===== src/rtl/clk_core_pkg.sv =====
package clk_core_pkg;
  typedef logic [3:0] bcd_t;
  localparam bcd_t BCD_MAX = 4'd9;
  localparam bcd_t SIX_TENS_MAX = 4'd5;
endpackage


===== src/rtl/btn_debounce.sv =====
module btn_debounce #(
  parameter int DEB_CYCLES = 16
) (
  input  logic clk,
  input  logic rst,
  input  logic raw,
  output logic press
);
  localparam int CW = $clog2(DEB_CYCLES + 1);
  localparam logic [CW-1:0] CNT_LAST = CW'(DEB_CYCLES - 1);

  logic          s1, s2, level;
  logic [CW-1:0] cnt;
  logic          flip;

  assign flip = (s2 != level) && (cnt == CNT_LAST);

  always_ff @(posedge clk) begin
    if (rst) begin
      s1    <= 1'b0;
      s2    <= 1'b0;
      level <= 1'b0;
      cnt   <= '0;
      press <= 1'b0;
    end else begin
      s1    <= raw;
      s2    <= s1;
      press <= flip && s2;
      if (s2 == level) begin
        cnt <= '0;
      end else if (flip) begin
        level <= s2;
        cnt   <= '0;
      end else begin
        cnt <= cnt + 1'b1;
      end
    end
  end
endmodule


===== src/rtl/bcd_sixty_field.sv =====
module bcd_sixty_field
  import clk_core_pkg::*;
(
  input  logic clk,
  input  logic rst,
  input  logic adv,
  output bcd_t ones,
  output bcd_t tens,
  output bcd_t nxt_ones,
  output bcd_t nxt_tens,
  output logic carry
);
  logic ones_wrap, tens_wrap;

  assign ones_wrap = (ones == BCD_MAX);
  assign tens_wrap = (tens == SIX_TENS_MAX);
  assign carry     = adv && ones_wrap && tens_wrap;

  always_comb begin
    nxt_ones = ones;
    nxt_tens = tens;
    if (adv) begin
      if (ones_wrap) begin
        nxt_ones = '0;
        nxt_tens = tens_wrap ? '0 : tens + 4'd1;
      end else begin
        nxt_ones = ones + 4'd1;
      end
    end
  end

  always_ff @(posedge clk) begin
    if (rst) begin
      ones <= '0;
      tens <= '0;
    end else begin
      ones <= nxt_ones;
      tens <= nxt_tens;
    end
  end
endmodule


===== src/rtl/bcd_hour_field.sv =====
module bcd_hour_field
  import clk_core_pkg::*;
#(
  parameter int HOURS = 24
) (
  input  logic clk,
  input  logic rst,
  input  logic adv,
  output bcd_t ones,
  output bcd_t tens
);
  localparam int   LAST   = HOURS - 1;
  localparam bcd_t LAST_T = 4'(LAST / 10);
  localparam bcd_t LAST_O = 4'(LAST % 10);

  logic at_last;
  assign at_last = (tens == LAST_T) && (ones == LAST_O);

  always_ff @(posedge clk) begin
    if (rst) begin
      ones <= '0;
      tens <= '0;
    end else if (adv) begin
      if (at_last) begin
        ones <= '0;
        tens <= '0;
      end else if (ones == BCD_MAX) begin
        ones <= '0;
        tens <= tens + 4'd1;
      end else begin
        ones <= ones + 4'd1;
      end
    end
  end
endmodule


===== src/rtl/bcd_clock_core.sv =====
module bcd_clock_core
  import clk_core_pkg::*;
#(
  parameter int DEB_CYCLES = 16,
  parameter int HOURS      = 24,
  parameter int CHIME_LEAD = 10
) (
  input  logic       clk,
  input  logic       rst,
  input  logic       tick,
  input  logic       set_mode,
  input  logic       btn_min,
  input  logic       btn_hr,
  output logic [3:0] sec_ones,
  output logic [3:0] sec_tens,
  output logic [3:0] min_ones,
  output logic [3:0] min_tens,
  output logic [3:0] hr_ones,
  output logic [3:0] hr_tens,
  output logic       chime
);
  localparam int       NBTN        = 2;
  localparam logic [6:0] CHIME_FROM = 7'(60 - CHIME_LEAD);

  logic [NBTN-1:0] raw_btn, btn_press;
  logic            min_man, hr_man;
  logic            sec_carry, min_carry;
  logic            min_adv, hr_adv;
  bcd_t            sec_no, sec_nt, min_no, min_nt;
  logic [6:0]      nxt_sec_val;

  assign raw_btn = {btn_hr, btn_min};

  for (genvar g = 0; g < NBTN; g++) begin : g_deb
    btn_debounce #(.DEB_CYCLES(DEB_CYCLES)) u_deb (
      .clk   (clk),
      .rst   (rst),
      .raw   (raw_btn[g]),
      .press (btn_press[g])
    );
  end

  assign min_man = set_mode && btn_press[0];
  assign hr_man  = set_mode && btn_press[1];
  assign min_adv = set_mode ? min_man : sec_carry;
  assign hr_adv  = set_mode ? hr_man  : min_carry;

  bcd_sixty_field u_sec (
    .clk(clk), .rst(rst), .adv(tick),
    .ones(sec_ones), .tens(sec_tens),
    .nxt_ones(sec_no), .nxt_tens(sec_nt), .carry(sec_carry)
  );

  bcd_sixty_field u_min (
    .clk(clk), .rst(rst), .adv(min_adv),
    .ones(min_ones), .tens(min_tens),
    .nxt_ones(min_no), .nxt_tens(min_nt), .carry(min_carry)
  );

  bcd_hour_field #(.HOURS(HOURS)) u_hr (
    .clk(clk), .rst(rst), .adv(hr_adv),
    .ones(hr_ones), .tens(hr_tens)
  );

  assign nxt_sec_val = 7'(sec_nt) * 7'd10 + 7'(sec_no);

  always_ff @(posedge clk) begin
    if (rst) chime <= 1'b0;
    else     chime <= (min_nt == 4'd5) && (min_no == 4'd9) && (nxt_sec_val >= CHIME_FROM);
  end
endmodule


===== config.mk =====
export PLATFORM = sky130hd
export DESIGN_NAME = bcd_clock_core
export DESIGN_NICKNAME = d
export VERILOG_FILES = /design/src/rtl/clk_core_pkg.sv /design/src/rtl/btn_debounce.sv /design/src/rtl/bcd_sixty_field.sv /design/src/rtl/bcd_hour_field.sv /design/src/rtl/bcd_clock_core.sv
export SDC_FILE = /design/constraint.sdc
export NUM_CORES = 1
export LEC_CHECK = 0
export ABC_CLOCK_PERIOD_IN_PS = 10400
export BUFFER_PORTS_ARGS = -buffer_cell sky130_fd_sc_hd__buf_2
export CORE_ASPECT_RATIO = 1.5
export CORE_MARGIN = 2
export CORE_UTILIZATION = 61
export CTS_CLUSTER_DIAMETER = 40
export DETAILED_ROUTE_END_ITERATION = 10
export HOLD_SLACK_MARGIN = 0.15
export PLACE_DENSITY = 0.89
export SYNTH_ARGS = -nofsm -noshare
export SYNTH_HDL_FRONTEND = slang
export SYNTH_SLANG_ARGS = --single-unit
export TNS_END_PERCENT = 5

===== constraint.sdc =====
create_clock -name clk -period 10.4 [get_ports clk]
set_clock_uncertainty 0.2 [all_clocks]
set_input_delay 1.04 -clock clk [delete_from_list [all_inputs] [get_ports clk]]
set_output_delay 1.04 -clock clk [all_outputs]
set_load 0.1 [all_outputs]

# After elaboration in Yosys (flattened, before gate mapping)
# Index checks and enable logic that the tools add are counted.
[word_totals] ff_bits=43 inputBits=6 out_inout_bits=25 elab_cells=80
[classes] addsub=9 multipliers=1 magnitude_cmp=1 n_eq_ne=15 n_mux=16 bitwise=2 n_reduce_logical=19
[op_table] op="$mux W4" n=14
[op_table] op="$add A4 B1 Y4 const B" n=6
[op_table] op="$eq A4 B4 Y1 const B" n=4
[op_table] op="$logic_and A1 B1 Y1" n=13
[op_table] op="$eq A4 B3 Y1 const B" n=3
[op_table] op="$add A5 B1 Y5 const B" n=2
[op_table] op="$eq A5 B4 Y1 const B" n=2
[op_table] op="$eq A4 B2 Y1 const B" n=2
[op_table] op="$add A7 B4 Y7" n=1
[op_table] op="$ge A7 B6 Y1 const B" n=1
[op_table] op="$mul A4 B3 Y6 const B" n=1
[op_table] op="$reduce_and A2 Y1" n=3
[op_table] op="$reduce_or A3 Y1" n=2
[op_table] op="$eq A1 B1 Y1" n=2
[op_table] op="$mux W1" n=2
[op_table] op="$ne A1 B1 Y1" n=2
[op_table] op="$not A1 Y1" n=2
[op_table] op="$reduce_bool A2 Y1" n=1

# Depth between registers and ports, before layout
# Gate-level depths: netlist of the first run.
[logic_depth] word_depth=8 ltp_mapped=15 mapped_depth_nobuf=15

# By module
# Synthesis of the first run repeated with hierarchy kept, for this count alone.
[unflattened] hier_cells=247 hier_area_um2=2285.9
[by_module_without_submodules] mod="bcd_sixty_field" instances=2 cells_per_inst=51 area_each_um2=437.9 seq_area_each_um2=160.2
[by_module_without_submodules] mod="btn_debounce" instances=2 cells_per_inst=29 area_each_um2=319.1 seq_area_each_um2=180.2
[by_module_without_submodules] mod="bcd_hour_field" instances=1 cells_per_inst=49 area_each_um2=450.4 seq_area_each_um2=160.2
[by_module_without_submodules] mod="bcd_clock_core" instances=1 cells_per_inst=38 area_each_um2=321.6 seq_area_each_um2=20.0

# Worst setup path after synthesis of the first run
# OpenSTA, ideal clock, no wires.
[synth_path] kind="reg-to-reg" from="register u_sec.ones[1]" to="register chime" setup_ns=0.095 arrival_ns=4.415 slack_ns=5.690 stages_incl_launch_ff=16 path_buffers=0 period_less_slack_ns=4.710 cell_sequence="dfxtp_1 > inv_1 > ha_1 > and3b_1 > nand3_1 > nor3_1 > a21oi_1 > inv_1 > ha_1 > ha_1 > fa_1 > nand3_1 > o21ai_0 > or4_1 > maj3_1 > a221oi_1"
[synth_via] elab_cells_between_ends=18 cone_classes="add/sub (2); mul (1); order compare (1); eq/ne (3); mux (7); reduce/logical (4)"
[synth_rtl] element="from (decl)" line="bcd_sixty_field.sv:7" source="output bcd_t ones,"
[synth_rtl] element="from (signal assigned)" line="bcd_sixty_field.sv:37" source="ones <= nxt_ones;"
[synth_rtl] element="$eq A4 B4 Y1" line="bcd_sixty_field.sv:15" source="assign ones_wrap = (ones == BCD_MAX);"
[synth_rtl] element="$mux W4" line="bcd_sixty_field.sv:23" source="if (ones_wrap) begin"
[synth_rtl] element="$mux W4" line="bcd_sixty_field.sv:22" source="if (adv) begin"
[synth_rtl] element="via sec_nt[1]" line="bcd_clock_core.sv:29" source="bcd_t sec_no, sec_nt, min_no, min_nt;"
[synth_rtl] element="$mul A4 B3 Y6" line="bcd_clock_core.sv:65" source="assign nxt_sec_val = 7'(sec_nt) * 7'd10 + 7'(sec_no);"
[synth_rtl] element="$add A7 B4 Y7" line="bcd_clock_core.sv:65"
[synth_rtl] element="$ge A7 B6 Y1" line="bcd_clock_core.sv:69" source="else chime <= (min_nt == 4'd5) && (min_no == 4'd9) && (nxt_sec_val >= CHIME_FROM);"
[synth_rtl] element="$logic_and A1 B1 Y1" line="bcd_clock_core.sv:69"
[synth_rtl] element="to (signal assigned)" line="bcd_clock_core.sv:69"
[synth_rtl] element="to (decl)" line="bcd_clock_core.sv:20" source="output logic chime"
# The timed path passes the listed nets, and every way through them passes these cells.
# A chain may end at the register's enable or synchronous reset.

# Worst setup path after layout of the first run
[layout_path] from="input port tick" to="register chime"
[layout_via] elab_cells_between_ends=14 cone_classes="add/sub (1); mul (1); order compare (1); eq/ne (2); mux (5); reduce/logical (4)"
[layout_rtl] element="from (decl)" line="bcd_clock_core.sv:10" source="input logic tick,"
[layout_rtl] element="$mux W4" line="bcd_sixty_field.sv:22"
[layout_rtl] element="via sec_nt[3]" line="bcd_clock_core.sv:29"
[layout_rtl] element="$mul A4 B3 Y6" line="bcd_clock_core.sv:65"
[layout_rtl] element="$add A7 B4 Y7" line="bcd_clock_core.sv:65"
[layout_rtl] element="$ge A7 B6 Y1" line="bcd_clock_core.sv:69"
[layout_rtl] element="$logic_and A1 B1 Y1" line="bcd_clock_core.sv:69"
# The timed path passes the listed nets, and every way through them passes these cells.

==> results.json, run 1 <==
{
  "clockRootBuffer": "clkbuf_8",
  "slowest_stage": "or4_1",
  "synth_xor_area_frac": 0.0541,
  "gp_congestion": 0.808,
  "pwr-share-seq": 0.583,
  "clkPwrFrac": 0.364,
  "yosys.area.top_type": "dfxtp_1",
  "yosys.area_share.adder": 0.114,
  "multi_input_area_um2": 1260,
  "clk_latency_ns": 0.30,
  "netlist.area_leader.share": 0.392,
  "hold_path.class": "reg -> reg",
  "pin_count": 31,
  "fmax_mhz": 232,
  "yosys_warnings": 0,
  "switching_share": 0.226,
  "wl_per_cell_um": 13.5,
  "min_period_ns": 4.32,
  "dr.first_iter.drc_count": 32,
  "post-dp-hpwl_um": 3170,
  "synth_flop_cell": "dfxtp_1",
  "first_global_vias": 1725,
  "hold_violations": 0,
  "worstRegToRegCells": 13,
  "layout_commonest_cell": "dfxtp_1",
  "seq_area_um2": 861,
  "nFillCells": 293,
  "finalSetupTns_ns": 0,
  "startpoint_type": "input pin",
  "mostFrequentLayoutCells": "43 x dfxtp_1, 30 x buf_2, 22 x nor2_1",
  "htree_levels": 2,
  "slowest_delay_ns": 0.53,
  "post_cts_resized": 0,
  "crit_type": "in -> reg",
  "synth_top_family_by_area": "simple AND/OR/NAND/NOR gates",
  "worstPathMaxFanout": 10,
  "internal_power_mw": 0.222,
  "antenna_found_initial": 0,
  "required_ns": 10.41,
  "grt_pass1_wl_um": 7360,
  "setup_viol": 0,
  "seq_area_frac_synth": 0.392,
  "power_leakage_nw": 1.09,
  "vdd_drop_max_uv": 122,
  "max_slew.worst_pin.slew_ns": 0.610,
  "cp-end-kind": "flip-flop",
  "synth_compound_area_frac": 0.116,
  "rsz0062_at_grt": "false",
  "syn-cell-area_um2": 2200,
  "status": "finished, final reports clean",
  "final_nets": 299,
  "netlist_instances": 243,
  "clock-sinks": 43,
  "worstHoldPathCells": 1,
  "initial_utilization": 0.643,
  "synth_edf_count": 0,
  "ys_ff_latch": 43,
  "synth-simple-area-share": 0.268,
  "syn-num-nets": 267,
  "grt_overflow": 0,
  "crit_arrival_ns": 4.33,
  "vias": 1811,
  "fin_ws_ns": 6.08,
  "switchingPower_mw": 0.0651,
  "relSlewSlack": 0.593,
  "grt_max_degree": 29,
  "drc": 0,
  "synthArstFlopShare": 0,
  "core_area_um2": 3420,
  "cts.clk_slew.worst_paths_ns": 0.08,
  "power_frac_comb": 0.053,
  "port-buffer-count": 30,
  "post-cts-setup-buffer-count": 0,
  "dieArea_um2": 4110,
  "grt_usage": 0.238,
  "ctsHoldBuffers": 0,
  "pre_cts_slack_ns": 5.78,
  "diodes": 0,
  "numCtsBuffers": 5,
  "drv_cap": 0,
  "ant_nets": 0,
  "synth_cell_types": 47,
  "fp.dieW_um": 53.0,
  "area_growth_pct": 12.3,
  "die_y_um": 77.5,
  "muxShareOfSynthArea": 0.0228,
  "power_density_nw_per_um2": 117,
  "drtPass1Iterations": 4,
  "synth.area.top_cells": "dfxtp_1 39%, ha_1 9.1%, a21oi_1 4.1%",
  "cp_common_cell": "ha_1",
  "syn_avg_cell_area_um2": 9.04,
  "clk_path_buf_depth": 2,
  "period_share": 0.415,
  "viasPerCell": 5.71,
  "wl_um": 4270,
  "cp_cell_sequence": "buf_2 > nand2_1 > nor3_1 > xor2_1 > ha_1 > ha_1 > fa_1 > nand3_1 > o21ai_0 > or4_1 > maj3_1 > a221oi_1",
  "drive_gt1_frac": 0.171,
  "drv_slew": 0,
  "num_rows": 26,
  "cts_tree": "built"
}
through the flow:
stage	hold slack, ns	std cells	utilization	power (mW)	area, µm²
after floorplan	0.214	243	-	0.183	2200
after global placement	0.216	310	0.696	0.186	2380
after detailed placement	0.228	310	0.696	0.187	2380
after CTS	0.245	317	0.722	0.290	2460
after global routing	0.254	317	0.722	0.299	2460
final	0.243	317	0.722	0.287	2460
final timing paths:
check | endpoint | slack, ns | from
hold / removal | g_deb[0].u_deb.s2$_SDFF_PP0_ | 0.24 | g_deb[0].u_deb.s1$_SDFF_PP0_
setup / recovery | chime$_SDFF_PP0_ | 6.08 | tick
setup reg to reg | chime$_SDFF_PP0_ | 6.19 | u_sec.ones[0]$_SDFF_PP0_
hold reg to reg | g_deb[0].u_deb.s2$_SDFF_PP0_ | 0.24 | g_deb[0].u_deb.s1$_SDFF_PP0_
routing by layer:
layer  vias up  GRT usage  wire length, µm  part of all wire
li1        911          -                -                 -
met1       855      0.257             1720              0.40
met2        31      0.410             2260              0.53
met3        14     0.0615              144             0.034
met4         0      0.126              140             0.033
met5         -          0                0                 0
worst max-delay path: cells and delay by family:
kind | cells | cell delay [ns]
XOR/XNOR | 1 | 0.21
adder cells (fa/ha/maj) | 4 | 1.36
AO/OA/AOI/OAI | 2 | 0.37
buffers and inverters | 1 | 0.19
AND/OR/NAND/NOR | 4 | 1.17
cells by family (layout without fill, tap and decap cells):
logic type | count (synthesis) | after routing
multiplexers | 5 | 5
adder cells (fa/ha/maj) | 19 | 19
flip-flops | 43 | 43
AND/OR/NAND/NOR | 103 | 103
XOR/XNOR | 12 | 12
AO/OA/AOI/OAI | 42 | 42
buffers and inverters | 19 | 51
synthesized netlist by cell type, types with 2 or more instances:
master / instances
nor2_1: 22
fa_1: 2
or4_1: 6
or3_2: 2
buf_2: 2
nor3_1: 3
buf_1: 2
and2_1: 5
or3_1: 5
inv_1: 14
a21oi_1: 18
nand3b_1: 2
nor3b_1: 3
ha_1: 16
and3_1: 2
nand4_1: 3
mux2i_1: 5
o21ai_0: 14
nand2_1: 17
nand3_1: 8
xor2_1: 5
dfxtp_1: 43
nand2b_1: 6
xnor2_1: 6
nor2b_1: 9
nor4bb_1: 2
sequential cells by signal (all words and copies together), names as in the netlist:
| name | count |
|---|---|
| g_deb.u_deb.level | 2 |
| u_hr.ones | 4 |
| u_sec.tens | 4 |
| g_deb.u_deb.s1 | 2 |
| u_min.ones | 4 |
| g_deb.u_deb.cnt | 10 |
| chime | 1 |
| g_deb.u_deb.s2 | 2 |
| u_hr.tens | 4 |
| g_deb.u_deb.press | 2 |
| u_sec.ones | 4 |
| u_min.tens | 4 |
cell type report:
class                      instances  area share
multi-input combinational        181       0.512
sequential                        43       0.349
inverter                          14      0.0213
clock buffer                       6      0.0335
timing repair buffer              30      0.0609
tap                               42      0.0213
clock inverter                     1     0.00203
power by group through the flow:
stage	clock network, mW	logic (mW)	registers, mW
after detailed placement	0	0.0152	0.171
after global placement	0	0.0148	0.171
final	0.105	0.0153	0.167
after floorplan	0	0.00699	0.176
after CTS	0.108	0.0153	0.167
after global routing	0.115	0.0165	0.168
Note: power is estimated with default switching activity, not from simulation.
==> run 2, diff against run 1 <==
--- a/config.mk
+++ b/config.mk
@@ -5,15 +5,15 @@
 export SDC_FILE = /design/constraint.sdc
 export NUM_CORES = 1
 export LEC_CHECK = 0
-export ABC_CLOCK_PERIOD_IN_PS = 10400
+export ABC_CLOCK_PERIOD_IN_PS = 4280
 export BUFFER_PORTS_ARGS = -buffer_cell sky130_fd_sc_hd__buf_2
 export CORE_ASPECT_RATIO = 1.5
 export CORE_MARGIN = 2
-export CORE_UTILIZATION = 61
+export CORE_UTILIZATION = 56
 export CTS_CLUSTER_DIAMETER = 40
 export DETAILED_ROUTE_END_ITERATION = 10
 export HOLD_SLACK_MARGIN = 0.15
-export PLACE_DENSITY = 0.89
+export PLACE_DENSITY = 0.83
 export SYNTH_ARGS = -nofsm -noshare
 export SYNTH_HDL_FRONTEND = slang
 export SYNTH_SLANG_ARGS = --single-unit
==> constraint.sdc (replaced) <==
create_clock -name clk -period 4.28 [get_ports clk]
set_clock_uncertainty 0.2 [all_clocks]
set_input_delay 0.428 -clock clk [delete_from_list [all_inputs] [get_ports clk]]
set_output_delay 0.428 -clock clk [all_outputs]
set_load 0.1 [all_outputs]
==> run 2 against run 1 <==
- first-iteration DRC count up 19%
- final cell count increased by 0.95%
- non-clock buffer count is 2 higher
- design area is 1.9% higher
- wire length shrank 3.5%
- critical path depth increased by 3
- combinational power rose by 150%
- sequential share of layout area fell by 0.21 points
- utilization down 4.6 points
- die area is 8.3% higher
- global-route usage decreased by 4.0 points
- critical endpoint unchanged
- largest cell class unchanged
- largest power group unchanged
==> results.json, run 2 (same netlist as run 1, synthesis figures left out) <==
{
  "regMostFlops": "g_deb.u_deb.cnt",
  "drtPass1Iterations": 4,
  "hold_violations": 0,
  "core_area_um2": 3720,
  "drv_cap": 0,
  "layout_commonest_cell": "dfxtp_1",
  "grt_usage": 0.198,
  "first_global_vias": 1536,
  "hold_start": "btn_hr",
  "power_density_nw_per_um2": 279,
  "max_slew.worst_pin.slew_ns": 0.679,
  "hold_path.class": "in -> reg",
  "setup_viol": 0,
  "dieArea_um2": 4450,
  "num_rows": 27,
  "vias": 1764,
  "cts_tree": "built",
  "clk_latency_ns": 0.30,
  "drive_gt1_frac": 0.209,
  "wl_per_cell_um": 12.9,
  "power_leakage_nw": 1.10,
  "post-dp-hpwl_um": 3020,
  "clockRootBuffer": "clkbuf_8",
  "fin_cells": 320,
  "wl_um": 4120,
  "rsz0062_at_grt": "false",
  "final_nets": 301,
  "drv_slew": 0,
  "clock-sinks": 43,
  "status": "finished, final reports clean",
  "area_growth_pct": 14.4,
  "grt_pass1_wl_um": 6400,
  "antenna_found_initial": 0,
  "required_ns": 4.29,
  "gp_congestion": 0.771,
  "dr.first_iter.drc_count": 38,
  "drc": 0,
  "numCtsBuffers": 5,
  "rrSetupSlack_ns": 0.26,
  "worstPathMaxFanout": 5,
  "viasPerCell": 5.51,
  "min_period_ns": 4.02,
  "startpoint_type": "flip-flop",
  "fmax_mhz": 249,
  "port-buffer-count": 30,
  "grt_overflow": 0,
  "finalSetupTns_ns": 0,
  "largest_register_ffs": 10,
  "worstRegToRegCells": 15,
  "ant_nets": 0,
  "mostFrequentLayoutCells": "38 x dfxtp_1, 30 x buf_2, 22 x nor2_1",
  "diodes": 0,
  "relSlewSlack": 0.547,
  "regToRegStartpoint": "u_sec.ones[1]$_SDFF_PP0_",
  "clk_path_buf_depth": 2,
  "crit_type": "reg -> reg",
  "total_power_mw": 0.702,
  "fin_ws_ns": 0.265,
  "placed_area_um2": 2400,
  "crit_arrival_ns": 4.03,
  "worstHoldPathCells": 2,
  "pin_count": 31,
  "grt_max_degree": 29,
  "cp-end-kind": "flip-flop",
  "die_y_um": 80.7,
  "period_share": 0.938,
  "nFillCells": 314,
  "htree_levels": 2,
  "pre_cts_slack_ns": 0.162,
  "cts.clk_slew.worst_paths_ns": 0.08,
  "fp.dieW_um": 55.1,
  "fin_area_um2": 2510,
  "place_inst": 312,
  "initial_utilization": 0.591,
  "r2r_end": "chime$_SDFF_PP0_",
  "vdd_drop_max_uv": 253,
  "holdPathEnd": "g_deb[1].u_deb.s1$_SDFF_PP0_"
}
==> run 2: worst max path at each step <==
stage               cells after the start                to                startpoint  slack, ns
floorplan                              12  chime$_SDFF_PP0_  u_sec.tens[2]$_SDFF_PP0_       0.08
global route                           15  chime$_SDFF_PP0_  u_sec.ones[1]$_SDFF_PP0_       0.06
CTS                                    14  chime$_SDFF_PP0_  u_sec.ones[1]$_SDFF_PP0_       0.14
global placement                       15  chime$_SDFF_PP0_  u_sec.ones[1]$_SDFF_PP0_       0.28
detailed placement                     15  chime$_SDFF_PP0_  u_sec.ones[1]$_SDFF_PP0_       0.16
finish                                 15  chime$_SDFF_PP0_  u_sec.ones[1]$_SDFF_PP0_       0.26
==> run 2: metal layers <==
layer | global-route usage | wire (µm) | vias to the layer above
met2 | 0.346 | 2130 | 26
met3 | 0.0558 | 131 | 6
met5 | 0 | 0 | -
met1 | 0.211 | 1780 | 815
li1 | - | - | 917
met4 | 0.0878 | 73 | 0
==> run 2: what timing repair did <==
| item | 4_1_cts | 5_1_grt |
|---|---|---|
| gates resized for setup | 0 | 5 |
| hold buffers | 1 | 0 |
| endpoints found under the setup margin | 0 | 1 |
| buffers inserted | 0 | 0 |
| endpoints found under the hold margin | 1 | 0 |
==> run 2: report_power, final <==
| part | total (mW) | leakage (nW) | internal (mW) | switching, mW |
|---|---|---|---|---|
| clock | 0.258 | 0.0470 | 0.127 | 0.131 |
| sequential | 0.407 | 0.350 | 0.404 | 0.00333 |
| combinational | 0.0375 | 0.703 | 0.0107 | 0.0267 |
==> run 2: metrics by stage <==
step / utilization / hold slack, ns
after CTS: 0.671 / 0.158
after detailed placement: 0.645 / 0.224
final: 0.676 / 0.161
after floorplan: - / 0.214
after global routing: 0.676 / 0.169
after global placement: 0.645 / 0.216
==> run 2: layout make-up <==
class / count / area, µm² / area share
Multi-Input combinational cell: 181 / 1280 / 0.509
Sequential cell: 43 / 872 / 0.347
Timing Repair Buffer: 32 / 168 / 0.0667
Clock buffer: 6 / 82.6 / 0.0329
Tap cell: 43 / 53.8 / 0.0214
Inverter: 14 / 52.6 / 0.0209
Clock inverter: 1 / 5.00 / 0.00199
==> run 2: worst max-delay path: stages (launching register included) <==
cell and delay (ns):
dfxtp_4 0.36, inv_1 0.05, ha_1 0.21, and3b_2 0.25, nand3_1 0.15, nor3_2 0.07
a21oi_2 0.19, inv_1 0.10, ha_1 0.31, ha_1 0.22, fa_2 0.47, nand3_1 0.10
o21ai_0 0.07, or4_1 0.53, maj3_1 0.37, a221oi_1 0.28
